File: src/rtl/chan_limit_monitor.sv
module chan_limit_monitor #(
  parameter int NUM_CH   = 16,
  parameter int RES_BITS = 12,
  parameter int LIM_W    = 10,
  localparam int CH_W    = $clog2(NUM_CH),
  localparam int CMP_W   = (RES_BITS < LIM_W) ? RES_BITS : LIM_W
) (
  input  logic                clk,
  input  logic                rst_n,
  input  logic                conv_valid,
  input  logic [CH_W-1:0]     conv_ch,
  input  logic [RES_BITS-1:0] conv_data,
  input  logic                lim_we,
  input  logic [CH_W-1:0]     lim_ch,
  input  logic                lim_upper,
  input  logic [LIM_W-1:0]    lim_data,
  output logic [NUM_CH-1:0]   over_flag,
  output logic [NUM_CH-1:0]   under_flag,
  output logic                alarm_any
);

  logic [LIM_W-1:0] upper_lim [NUM_CH];
  logic [LIM_W-1:0] lower_lim [NUM_CH];

  logic [CMP_W-1:0] sample_cmp, upper_cmp, lower_cmp;
  logic [LIM_W-1:0] upper_sel, lower_sel;

  assign sample_cmp = conv_data[RES_BITS-1 -: CMP_W];
  assign upper_sel  = upper_lim[conv_ch];
  assign lower_sel  = lower_lim[conv_ch];
  assign upper_cmp  = upper_sel[LIM_W-1 -: CMP_W];
  assign lower_cmp  = lower_sel[LIM_W-1 -: CMP_W];

  always_ff @(posedge clk or negedge rst_n) begin
    if (!rst_n) begin
      for (int i = 0; i < NUM_CH; i++) begin
        upper_lim[i] <= '1;
        lower_lim[i] <= '0;
      end
    end else if (lim_we) begin
      if (lim_upper) upper_lim[lim_ch] <= lim_data;
      else           lower_lim[lim_ch] <= lim_data;
    end
  end

  always_ff @(posedge clk or negedge rst_n) begin
    if (!rst_n) begin
      over_flag  <= '0;
      under_flag <= '0;
    end else if (conv_valid) begin
      over_flag[conv_ch]  <= sample_cmp > upper_cmp;
      under_flag[conv_ch] <= sample_cmp < lower_cmp;
    end
  end

  always_ff @(posedge clk or negedge rst_n) begin
    if (!rst_n) alarm_any <= 1'b0;
    else        alarm_any <= |{over_flag, under_flag};
  end

  for (genvar g = 0; g < NUM_CH; g++) begin : g_chk
    assert_flags_hold_R5: assert property (@(posedge clk) disable iff (!rst_n)
      !(conv_valid && conv_ch == CH_W'(g)) |=> $stable(over_flag[g]) && $stable(under_flag[g]));
  end

  assert_write_no_flag_change_R6: assert property (@(posedge clk) disable iff (!rst_n)
    (lim_we && !conv_valid) |=> $stable(over_flag) && $stable(under_flag));

  assert_summary_rise_R8: assert property (@(posedge clk) disable iff (!rst_n)
    $rose(alarm_any) |-> $past((|over_flag) || (|under_flag)));

  assert_summary_clear_R8: assert property (@(posedge clk) disable iff (!rst_n)
    (over_flag == '0 && under_flag == '0) |=> !alarm_any);

endmodule

File: config.mk
export PLATFORM = sky130hd
export DESIGN_NAME = chan_limit_monitor
export DESIGN_NICKNAME = d
export VERILOG_FILES = /design/src/rtl/chan_limit_monitor.sv
export SDC_FILE = /design/constraint.sdc
export NUM_CORES = 1
export LEC_CHECK = 0
export ABC_AREA = 1
export BUFFER_PORTS_ARGS = -buffer_cell sky130_fd_sc_hd__buf_2
export CAP_MARGIN = 10
export CORE_UTILIZATION = 30
export DETAILED_ROUTE_END_ITERATION = 6
export SLEW_MARGIN = 25
export SYNTH_ARGS = -nofsm -noshare
export SYNTH_HDL_FRONTEND = slang
export SYNTH_SLANG_ARGS = --single-unit
File: constraint.sdc
create_clock -name clk -period 5.3 [get_ports clk]
set_clock_uncertainty 0.05 [all_clocks]
set_input_delay 1.06 -clock clk [delete_from_list [all_inputs] [get_ports clk]]
set_output_delay 1.06 -clock clk [all_outputs]
set_load 0.01 [all_outputs]
* Yosys cells after proc, flatten, opt, wreduce, memory -nomap -nowiden
Index checks and enable logic that the tools add are counted.
Storage, ports and cells: logic and storage cells 64, register bits after elaboration 353, output and inout bits 33, bits of input ports 35
Operators by class: bitwise logic cells 3, reductions and logical operators 5, $lt $le $gt $ge 7, mux-type cells 14
Operator list (number):
- $bwmux 160 | 2
- $bmux 10 s4 | 2
- $mux 10 | 5
- $demux 10 s4 | 1
- $bwmux 16 | 2
- $reduce_or 32->1 | 1
- $ge 5x5->1 const B | 2
- $gt 10x10->1 | 1
- $lt 10x10->1 | 1
- $not 4->5 | 2
- $lt 4x5->1 const B | 1
- $lt 5x1->1 const B | 1
- $demux 1 s4 | 1
- $ge 4x1->1 const B | 1
- $reduce_and 2->1 | 2
- $logic_and 1x1->1 | 2
- $mux 1 | 1
- $not 1->1 | 1

* Longest topological paths before layout
Gate-level depths: netlist (run 1).
depth in word-level cells 6, mapped depth 18, mapped depth without buffers 15

* Least setup slack after synthesis (run 1)
No wires, ideal clock.
path type input -> register, start point input port conv_ch[1], end point register over_flag[10], path buffers 4, arrival 3.275 ns, required time 5.120 ns, cell stages on the path 18, library setup time 0.130 ns, slack 1.845 ns, path through buf_4 -> nand2_2 -> inv_2 -> buf_6 -> clkbuf_1 -> a22oi_1 -> a21oi_1 -> nor4_2 -> ha_1 -> nand2_1 -> inv_1 -> o21bai_1 -> a21oi_1 -> nor4_1 -> nand2_1 -> nand2_1 -> clkbuf_1 -> o21ai_0
Between the ends: cells in the longest elaborated chain, start to end 6, elaborated cells between the ends (all ways) 11, classes of those cells order compare: 3; mux: 6; bitwise: 1; reduce/logical: 1
RTL lines:
- from (decl) | line 11 | input logic [CH_W-1:0] conv_ch,
- $not 4->5 (implied by the code) | line 29 | assign upper_sel = upper_lim[conv_ch];
- $bmux 10 s4 | line 29
- $mux 10 (implied by the code) (2 in a row) | line 29
- $gt 10x10->1 | line 51 | over_flag[conv_ch] <= sample_cmp > upper_cmp;
- $bwmux 16 * | line 51
- to (signal, indexed assignment) | line 51
- to (decl) | line 17 | output logic [NUM_CH-1:0] over_flag,
Every way passes the cells marked *; elsewhere a longest branch is shown, timed or not. The select of a mux whose other input is x is not followed. A chain may end at the register's enable or synchronous reset.

* Worst setup path in the final report (run 1)
start point input port conv_ch[0], end point register over_flag[6]
Same word-level chain as after synthesis.

==> results of run 1 <==
[final timing paths]
path,start,to,slack (ns),cells after the start
setup / recovery,conv_ch[0],over_flag[6],1.07,17
hold / removal,rst_n,over_flag[1],0.39,1
setup reg to reg,upper_lim[157],over_flag[6],2.36,10
hold reg to reg,lower_lim[31],lower_lim[31],0.43,2
max in group asynchronous,rst_n,lower_lim[82],3.55,3
min in group clk,lower_lim[31],lower_lim[31],0.43,2
[metrics by stage]
step                total power, mW  util [%]  instance area (µm²)  setup slack (ns)  cells
global route                   7.95      34.7                17900             0.739   2401
finish                         7.55      34.7                17900              1.07   2404
CTS                            7.60      34.7                17900              1.12   2400
detailed placement             4.84      32.2                16600             0.568   2333
floorplan                      4.40         -                15800              1.84   1703
global placement               4.77      32.2                16600             0.598   2333
[power by group through the flow]
stage / Combinational (mW) / Sequential, mW / Clock [mW]
3_5_place_dp: 1.11 / 3.73 / 0
2_1_floorplan: 0.713 / 3.68 / 0
3_3_place_gp: 1.07 / 3.70 / 0
6_report: 1.11 / 3.70 / 2.74
4_1_cts: 1.11 / 3.69 / 2.80
5_1_grt: 1.27 / 3.76 / 2.92
[synth_stat cells]
master / count
nor2_4: 1
o21ai_1: 2
inv_1: 47
or2_2: 3
buf_1: 2
a211oi_1: 1
o21ai_0: 337
nor2_1: 40
or2_0: 1
nor4_1: 9
a21oi_1: 82
buf_6: 8
nand2_2: 3
dfstp_2: 160
a22oi_2: 10
ha_1: 19
or3_1: 1
nor4_2: 18
a22oi_1: 142
inv_2: 4
buf_4: 2
nand3_1: 23
o21bai_1: 1
nand4_1: 4
buf_2: 19
nor2_2: 2
dfrtp_1: 193
nor3_1: 2
nand2_1: 457
clkbuf_1: 110
[cells by family after synthesis]
| kind of cell | count (synthesis) |
|---|---|
| AND/OR/NAND/NOR | 564 |
| buffers and inverters | 192 |
| AO/OA/AOI/OAI | 575 |
| adder cells (fa/ha/maj) | 19 |
| flip-flops | 353 |
[per-layer routing]
layer / GRT usage (%) / vias to the layer above
met5: 0 / -
met3: 2.61 / 61
li1: - / 5804
met4: 4.49 / 6
met1: 24.9 / 6260
met2: 25.7 / 425
[flip-flops by register name, summed over array words and instances (netlist names)]
signal and cells:
lower_lim 160, over_flag 16, under_flag 16, upper_lim 160
alarm_any 1
[layout make-up]
class | count | area, µm² | area share [%]
tap | 680 | 851 | 4.75
sequential | 353 | 9030 | 50.4
clock buffer | 58 | 1170 | 6.53
inverter | 51 | 191 | 1.07
antenna | 3 | 7.51 | 0.0419
clock inverter | 9 | 120 | 0.670
multi-input combinational | 1158 | 5930 | 33.1
timing repair buffer | 92 | 621 | 3.46
==> flow_summary_export.csv, run 1 <==
group,metric,value,unit
final_layout,final_layout_size_suffix_gt1_share,20.7,%
synth,synth_fa_ha_area_share,1.51,%
floorplanning,initial_utilization,30.5,%
setup_path,crit_chain,"buf_2 > inv_2 > nand2_2 > inv_2 > buf_12 > a22oi_1 > a21oi_1 > nor4_2 > ha_1 > nand2_1 > inv_1 > o21bai_1 > a21oi_1 > nor4_1 > nand2_1 > nand2_1 > o21ai_0",
setup_path,path_buf_inv,5,
route,drc,0,
pwr,powerDensity,421,mW/mm²
clocking,tritoncts,"done",
setup_path,critPathKind,"in -> reg",
setup_path,arrival,4.56,ns
final_layout,fill_cells,5185,
route,vias,12600,
place,dp_hpwl,28300,µm
synth,synth-seq-cells,353,
pwr,p_switching,2.06,mW
clocking,clk_latency,0.54,ns
setup_path,cpPeakStageDelay,0.46,ns
worst_hold_path,min_path_type,"in -> async",
clocking,cts_root_buf,"clkbuf_16",
sta,whs,0.393,ns
setup_path,required,5.63,ns
sta,grt_setup_unrepaired,"false",
grt,antenna_found_initial,3,
setup_path,cp_max_fo,38,
synth,syn_inst,1703,
pwr,p_sw_share,27.3,%
floorplanning,core,0.0516,mm²
clocking,cts_resized,0,
route,drt_wl_total,45100,µm
clocking,cts_hold_buf,0,
pwr,peakVddDrop,0.185,mV
synth,synthSimpleGateAreaFrac,15.0,%
pwr,clkPwrFrac,36.4,%
final_layout,area_growth,13.7,%
synth,yosys.area.top_type_share,30.6,%
route,vias_per_cell,5.22,
floorplanning,rows,83,
sta,fin_tns_setup,0,ns
clocking,clkTransAtPathRegs,0.06,ns
grt,grt_pass1_wl,70500,µm
setup_path,crit_path_end_kind,"flip-flop",
grt,grt.total_usage,16.9,%
clocking,cts_buffers,39,
grt,grt_pass1_vias,11800,
clocking,h-tree-depth,2,
run,maxCapViolCount,0,
floorplanning,boundaryPins,68,
synth,yosysWarnings,0,
floorplanning,die_h,231,µm
final_layout,final_cell_mix,"nand2_1 (457), o21ai_0 (337), dfrtp_1 (193), dfstp_2 (160), a22oi_1 (142)",
place,numPortBuffers,65,
route,drtPass1Iterations,5,
synth,yosysSeqAreaShare,57.3,%
sta,timing.final.crit_share,79.8,%
final_layout,layout.nets,1749,
sta,finalHoldViolations,0,
synth,synthMuxAreaShare,0,%
sta,setup_viol,0,
synth,synth_xor_area_share,0,%
place,place_congestion,0.819,
synth,synth_area,0.0158,mm²
sta,slew_violations,0,
synth,synth_compound_area_share,21.0,%
floorplanning,chipWidth,231,µm
pwr,intPower,5.49,mW
synth,synth.net_count,1757,
clocking,cts_buffer_depth,3,
pwr,combPwrFrac,14.7,%
synth,synth_area_leaders,"dfrtp_1 (31%), dfstp_2 (27%), nand2_1 (11%)",
setup_path,crit_slowest_cell,"inv_2",
route,ant_nets,0,
pwr,p_leak,7.49,nW
synth,avgSynthCellArea,9.26,µm²
route,met3_wirelength,2910,µm
final_layout,layout_commonest_cell,"nand2_1",
sta,tightest_slew,1.01,ns
route,wl_met2,20000,µm
route,initialDrtViolationCount,1135,
sta,fmax,236,MHz
grt,grt_max_degree,128,
clocking,cts_sinks,353,
route,m1WireLength,21300,µm
floorplanning,dieArea,0.0535,mm²
synth,yosysUniqueCellTypes,30,
status,run_status,"finished, final reports clean",
route,wl_per_cell,18.8,µm
synth,synth_top_family_by_area,"compound AO/OA/AOI/OAI gates",
pwr,p_seq_share,49.0,%
setup_path,critPathTopFamily,"buffers and inverters",
setup_path,cp-start-kind,"input pin",
sta,slew_headroom,32.6,%
setup_path,crit_top_cell,"nand2_1",
clocking,post_cts.repair.setup_buffers,0,
grt,overflow,0,
route,highest_layer,"met5",
sta,period_minus_slack,4.23,ns
synth,yosys.area.top_type,"dfrtp_1",
Power figures use the tool's default switching activity.
==> run 2: changes to the inputs <==
- clock period: 5.3 -> 4.1 ns (I/O delays scaled with it)
==> run 2 against run 1 <==
Compared with the run above:
- sequential cell count unchanged
- cell area is 0.93% higher
- core utilization grew 0.32 points
- sequential share of layout area fell by 0.46 points
- global-route usage is 0.23 points lower
- cell count grew 0.46%
- hold slack lost 0.082 ns
- register-to-register slack got worse by 0.99 ns
- critical path depth stayed put
- total power up 28%
- die area stayed put
- critical path type unchanged
==> flow_summary_export.csv, run 2 (synthesis results as in run 1) <==
group,metric,value,unit
status,run_status,"finished, final reports clean",
clocking,cts_sinks,353,
grt,grt.total_usage,16.7,%
sta,finalHoldViolations,0,
setup_path,endpoint,"over_flag[7]",
floorplanning,dieArea,0.0535,mm²
route,vias,12400,
setup_path,required,4.47,ns
clocking,h-tree-depth,2,
pwr,p_sw_share,27.3,%
final_layout,layout_commonest_cell,"nand2_1",
route,vias_per_cell,5.15,
sta,fin_tns_setup,0,ns
sta,timing.final.crit_share,85.5,%
route,wl_per_cell,18.5,µm
floorplanning,chipWidth,231,µm
sta,period_minus_slack,3.50,ns
pwr,combPwrFrac,15.1,%
floorplanning,core,0.0516,mm²
sta,setup_viol,0,
pwr,power,9.68,mW
final_layout,top_regs,"lower_lim x160, upper_lim x160",
setup_path,rrSetupSlack,1.37,ns
setup_path,cp-startpoint,"conv_ch[0]",
sta,tightest_slew,1.08,ns
setup_path,critPathKind,"in -> reg",
grt,overflow,0,
clocking,cts_buffers,39,
clocking,cts_hold_buf,0,
pwr,intPower,7.04,mW
clocking,tritoncts,"done",
sta,grt_setup_unrepaired,"false",
place,place_congestion,0.817,
sta,slew_headroom,27.6,%
route,drc,0,
final_layout,antenna_cells,0,
clocking,post_cts.repair.setup_buffers,0,
final_layout,final_layout_size_suffix_gt1_share,21.1,%
place,dp_hpwl,28600,µm
place,placed_cells,2347,
place,numPortBuffers,65,
pwr,p_switching,2.64,mW
route,drt_wl_total,44800,µm
setup_path,r2r_cells,11,
setup_path,cp-start-kind,"input pin",
final_layout,area_growth,14.7,%
clocking,cts_buffer_depth,3,
setup_path,cp_max_fo,29,
sta,slew_violations,0,
final_layout,stdcell_count,2415,
route,initialDrtViolationCount,1206,
clocking,clk_latency,0.53,ns
grt,grt_pass1_vias,11700,
sta,whs,0.310,ns
clocking,cts_root_buf,"clkbuf_16",
worst_hold_path,min_path_type,"in -> async",
floorplanning,rows,83,
pwr,p_leak,7.55,nW
clocking,cts_resized,0,
setup_path,worstReg2RegStart,"upper_lim[157]",
final_layout,layout.nets,1762,
pwr,powerDensity,535,mW/mm²
route,ant_nets,0,
grt,grt_max_degree,102,
pwr,clkPwrFrac,35.6,%
floorplanning,die_h,231,µm
sta,fmax,285,MHz
route,drtPass1Iterations,6,
setup_path,worst_r2r_endpoint,"over_flag[7]",
clocking,clkTransAtPathRegs,0.05,ns
setup_path,crit_path_end_kind,"flip-flop",
pwr,peakVddDrop,0.278,mV
floorplanning,initial_utilization,30.5,%
setup_path,arrival,3.88,ns
grt,antenna_found_initial,2,
floorplanning,boundaryPins,68,
final_layout,final_cell_mix,"nand2_1 (457), o21ai_0 (337), dfrtp_1 (193), dfstp_2 (160), a22oi_1 (142)",
grt,grt_pass1_wl,69600,µm
run,maxCapViolCount,0,
pwr,p_seq_share,49.4,%
run 2: per-layer routing:
metal / track usage [%] / share of wire [%] / vias up
li1: - / - / 5839
met5: 0 / 0.049 / -
met1: 24.0 / 46 / 6091
met2: 25.2 / 44 / 437
met4: 4.41 / 2.1 / 4
met3: 3.62 / 7.7 / 58
run 2: through the flow:
stage,setup slack [ns],cell area [µm²],util (%)
after floorplan,0.885,15800,-
after global placement,0.201,16800,32.6
after detailed placement,0.143,16800,32.6
after CTS,0.675,18100,35.0
after global routing,0.457,18100,35.0
final,0.595,18100,35.0
run 2: cell type report:
| cell class | instances | area, µm² |
|---|---|---|
| fill | 5155 | 33500 |
| sequential | 353 | 9030 |
| multi-input combinational | 1158 | 5930 |
| clock buffer | 61 | 1160 |
| tap | 680 | 851 |
| timing repair buffer | 105 | 823 |
| inverter | 51 | 191 |
| clock inverter | 7 | 103 |
run 2: power by group through the flow:
stage | clock, mW | combinational (mW) | sequential [mW]
after floorplan | 0 | 0.921 | 4.76
after CTS | 3.52 | 1.47 | 4.77
after global routing | 3.65 | 1.67 | 4.86
final | 3.44 | 1.46 | 4.78
after global placement | 0 | 1.41 | 4.78
after detailed placement | 0 | 1.46 | 4.82
run 2: how the worst min path moves through the flow:
stage / start / end / slack, ns / depth (start not counted)
finish: rst_n / over_flag[1] / 0.31 / 1
floorplan: lower_lim[0] / lower_lim[0] / 0.40 / 2
detailed placement: lower_lim[60] / lower_lim[60] / 0.42 / 2
global placement: lower_lim[39] / lower_lim[39] / 0.42 / 2
CTS: rst_n / over_flag[8] / 0.35 / 1
global route: rst_n / under_flag[2] / 0.38 / 1
run 2: critical path: stages:
cell and delay [ns]:
buf_2 0.17, inv_2 0.23, nand2_2 0.10, inv_2 0.32, buf_12 0.27, buf_4 0.16, a22oi_1 0.06, a21oi_1 0.36
nor4_2 0.10, ha_1 0.29, nand2_1 0.05, nor3_1 0.24, o21ai_0 0.13, nand2_1 0.08, nand2_1 0.10, buf_12 0.17
o21ai_0 0.17
==> run 3: changes to the inputs <==
- CORE_MARGIN: default -> 4
- CTS_BUF_LIST: default -> sky130_fd_sc_hd__clkbuf_4 sky130_fd_sc_hd__clkbuf_8
==> run 3 against run 2 <==
Compared with the run above:
- sequential share of layout area up 0.097 points
- global-route usage is 0.93 points lower
- register-to-register slack gained 0.08 ns
- first-iteration DRC count shrank 21%
- sequential cell count stayed put
- die area up 5.3%
- non-clock buffer count shrank 4
- clock power decreased by 3%
- clock-buffer cell count rose by 41
- critical path depth is 1 higher
- critical path type unchanged
==> flow_summary_export.csv, run 3 (synthesis results as in run 1) <==
group,metric,value,unit
sta,tightest_slew,1.05,ns
clocking,cts_buffers,59,
place,dp_hpwl,28600,µm
place,numPortBuffers,65,
place,placed_area,0.0167,mm²
sta,setup_viol,0,
pwr,clkPwrFrac,34.9,%
route,wl_per_cell,18.6,µm
floorplanning,die_h,237,µm
grt,grt_max_degree,129,
route,drt_wl_total,45600,µm
floorplanning,rows,83,
sta,grt_setup_unrepaired,"false",
grt,antenna_found_initial,5,
final_layout,top_regs,"lower_lim x160, upper_lim x160",
floorplanning,initial_utilization,30.5,%
pwr,p_leak,7.60,nW
sta,fmax,312,MHz
route,vias_per_cell,5.17,
run,maxCapViolCount,0,
grt,grt_pass1_wl,70800,µm
pwr,powerDensity,531,mW/mm²
place,placed_cells,2343,
clocking,h-tree-depth,2,
pwr,p_seq_share,49.9,%
sta,period_minus_slack,3.21,ns
place,place_congestion,0.828,
final_layout,area_growth,14.5,%
floorplanning,boundaryPins,68,
grt,grt.total_usage,15.8,%
final_layout,fin_area,0.0181,mm²
route,drc,0,
setup_path,cp_max_fo,32,
setup_path,arrival,3.67,ns
setup_path,critPathKind,"in -> reg",
sta,slew_violations,0,
final_layout,stdcell_count,2455,
final_layout,layout_commonest_cell,"nand2_1",
sta,timing.final.crit_share,78.3,%
pwr,p_switching,2.70,mW
clocking,post_cts.repair.setup_buffers,0,
final_layout,layout.nets,1778,
route,drtPass1Iterations,5,
final_layout,post-route-util,34.9,%
pwr,power,9.58,mW
setup_path,required,4.56,ns
clocking,cts_sinks,353,
clocking,tritoncts,"done",
final_layout,final_layout_size_suffix_gt1_share,23.6,%
clocking,cts_hold_buf,0,
clocking,clk_latency,0.65,ns
pwr,intPower,6.88,mW
route,ant_nets,0,
floorplanning,chipWidth,237,µm
floorplanning,core,0.0517,mm²
grt,overflow,0,
floorplanning,dieArea,0.0563,mm²
clocking,clkTransAtPathRegs,0.06,ns
pwr,combPwrFrac,15.2,%
setup_path,cp-start-kind,"input pin",
grt,grt_pass1_vias,12100,
route,vias,12700,
setup_path,crit_path_end_kind,"flip-flop",
worst_hold_path,min_path_type,"in -> async",
sta,slew_headroom,29.9,%
clocking,cts_root_buf,"clkbuf_8",
pwr,p_sw_share,28.2,%
clocking,cts_resized,0,
pwr,peakVddDrop,0.222,mV
sta,finalHoldViolations,0,
route,initialDrtViolationCount,956,
clocking,cts_buffer_depth,3,
sta,fin_tns_setup,0,ns
status,run_status,"finished, final reports clean",
final_layout,final_cell_mix,"nand2_1 (457), o21ai_0 (337), dfrtp_1 (193), dfstp_2 (160), a22oi_1 (142)",
## run 3: cell count changes in the layout (fill, tap and decap cells not counted), sizes merged
cell,change
buf,-4
clkbuf,+41
diode,+2
inv,+1
bufinv,-2
clkinv,+2
## run 3: final cells by class
class	instances	area, µm²
Antenna cell	2	5.00
Fill cell	5324	33700
Sequential cell	353	9030
Multi-Input combinational cell	1158	5930
Tap cell	680	851
Inverter	51	191
Clock inverter	8	48.8
Timing Repair Buffer	101	743
Clock buffer	102	1250
## run 3: per-stage QoR
stage / worst slack, ns / hold slack [ns]
6_report: 0.890 / 0.110
5_1_grt: 0.659 / 0.136
4_1_cts: 1.01 / 0.0927
3_5_place_dp: 0.335 / 0.424
3_3_place_gp: 0.319 / 0.416
2_1_floorplan: 0.885 / 0.403
## run 3: worst max-delay path: stages
cell      delay [ns]
buf_2           0.17
inv_2           0.24
nand2_2         0.11
inv_2           0.12
buf_12          0.22
a22oi_1         0.10
a21oi_1         0.35
nor4_2          0.12
buf_4           0.16
ha_1            0.26
nand2_1         0.08
o21bai_1        0.11
a21oi_1         0.08
nor4_1          0.23
nand2_1         0.08
nand2_1         0.13
buf_12          0.16
o21ai_0         0.09
## run 3: metal layers
| metal | part of all wire [%] | vias up | global-route usage [%] | routed length, µm |
|---|---|---|---|---|
| met5 | 0.086 | - | 0 | 39 |
| met4 | 2.3 | 6 | 4.56 | 1030 |
| met3 | 7.8 | 81 | 3.89 | 3570 |
| met2 | 45 | 441 | 24.6 | 20500 |
| met1 | 45 | 6280 | 21.9 | 20500 |
| li1 | - | 5875 | - | - |
## run 3: worst paths after layout
| kind | end | slack (ns) | depth (start not counted) | startpoint |
|---|---|---|---|---|
| setup / recovery | over_flag[5] | 0.89 | 18 | conv_ch[0] |
| hold reg to reg | lower_lim[90] | 0.43 | 2 | lower_lim[90] |
| hold / removal | over_flag[2] | 0.11 | 1 | rst_n |
| max in group asynchronous | lower_lim[77] | 2.80 | 2 | rst_n |
| min in group clk | lower_lim[90] | 0.43 | 2 | lower_lim[90] |
| setup reg to reg | over_flag[5] | 1.45 | 13 | upper_lim[154] |
## run 3: power by group through the flow
stage / logic, mW / clock network [mW] / registers (mW)
2_1_floorplan: 0.921 / 0 / 4.76
3_3_place_gp: 1.42 / 0 / 4.78
3_5_place_dp: 1.47 / 0 / 4.82
4_1_cts: 1.47 / 3.42 / 4.77
5_1_grt: 1.67 / 3.58 / 4.85
6_report: 1.46 / 3.34 / 4.78
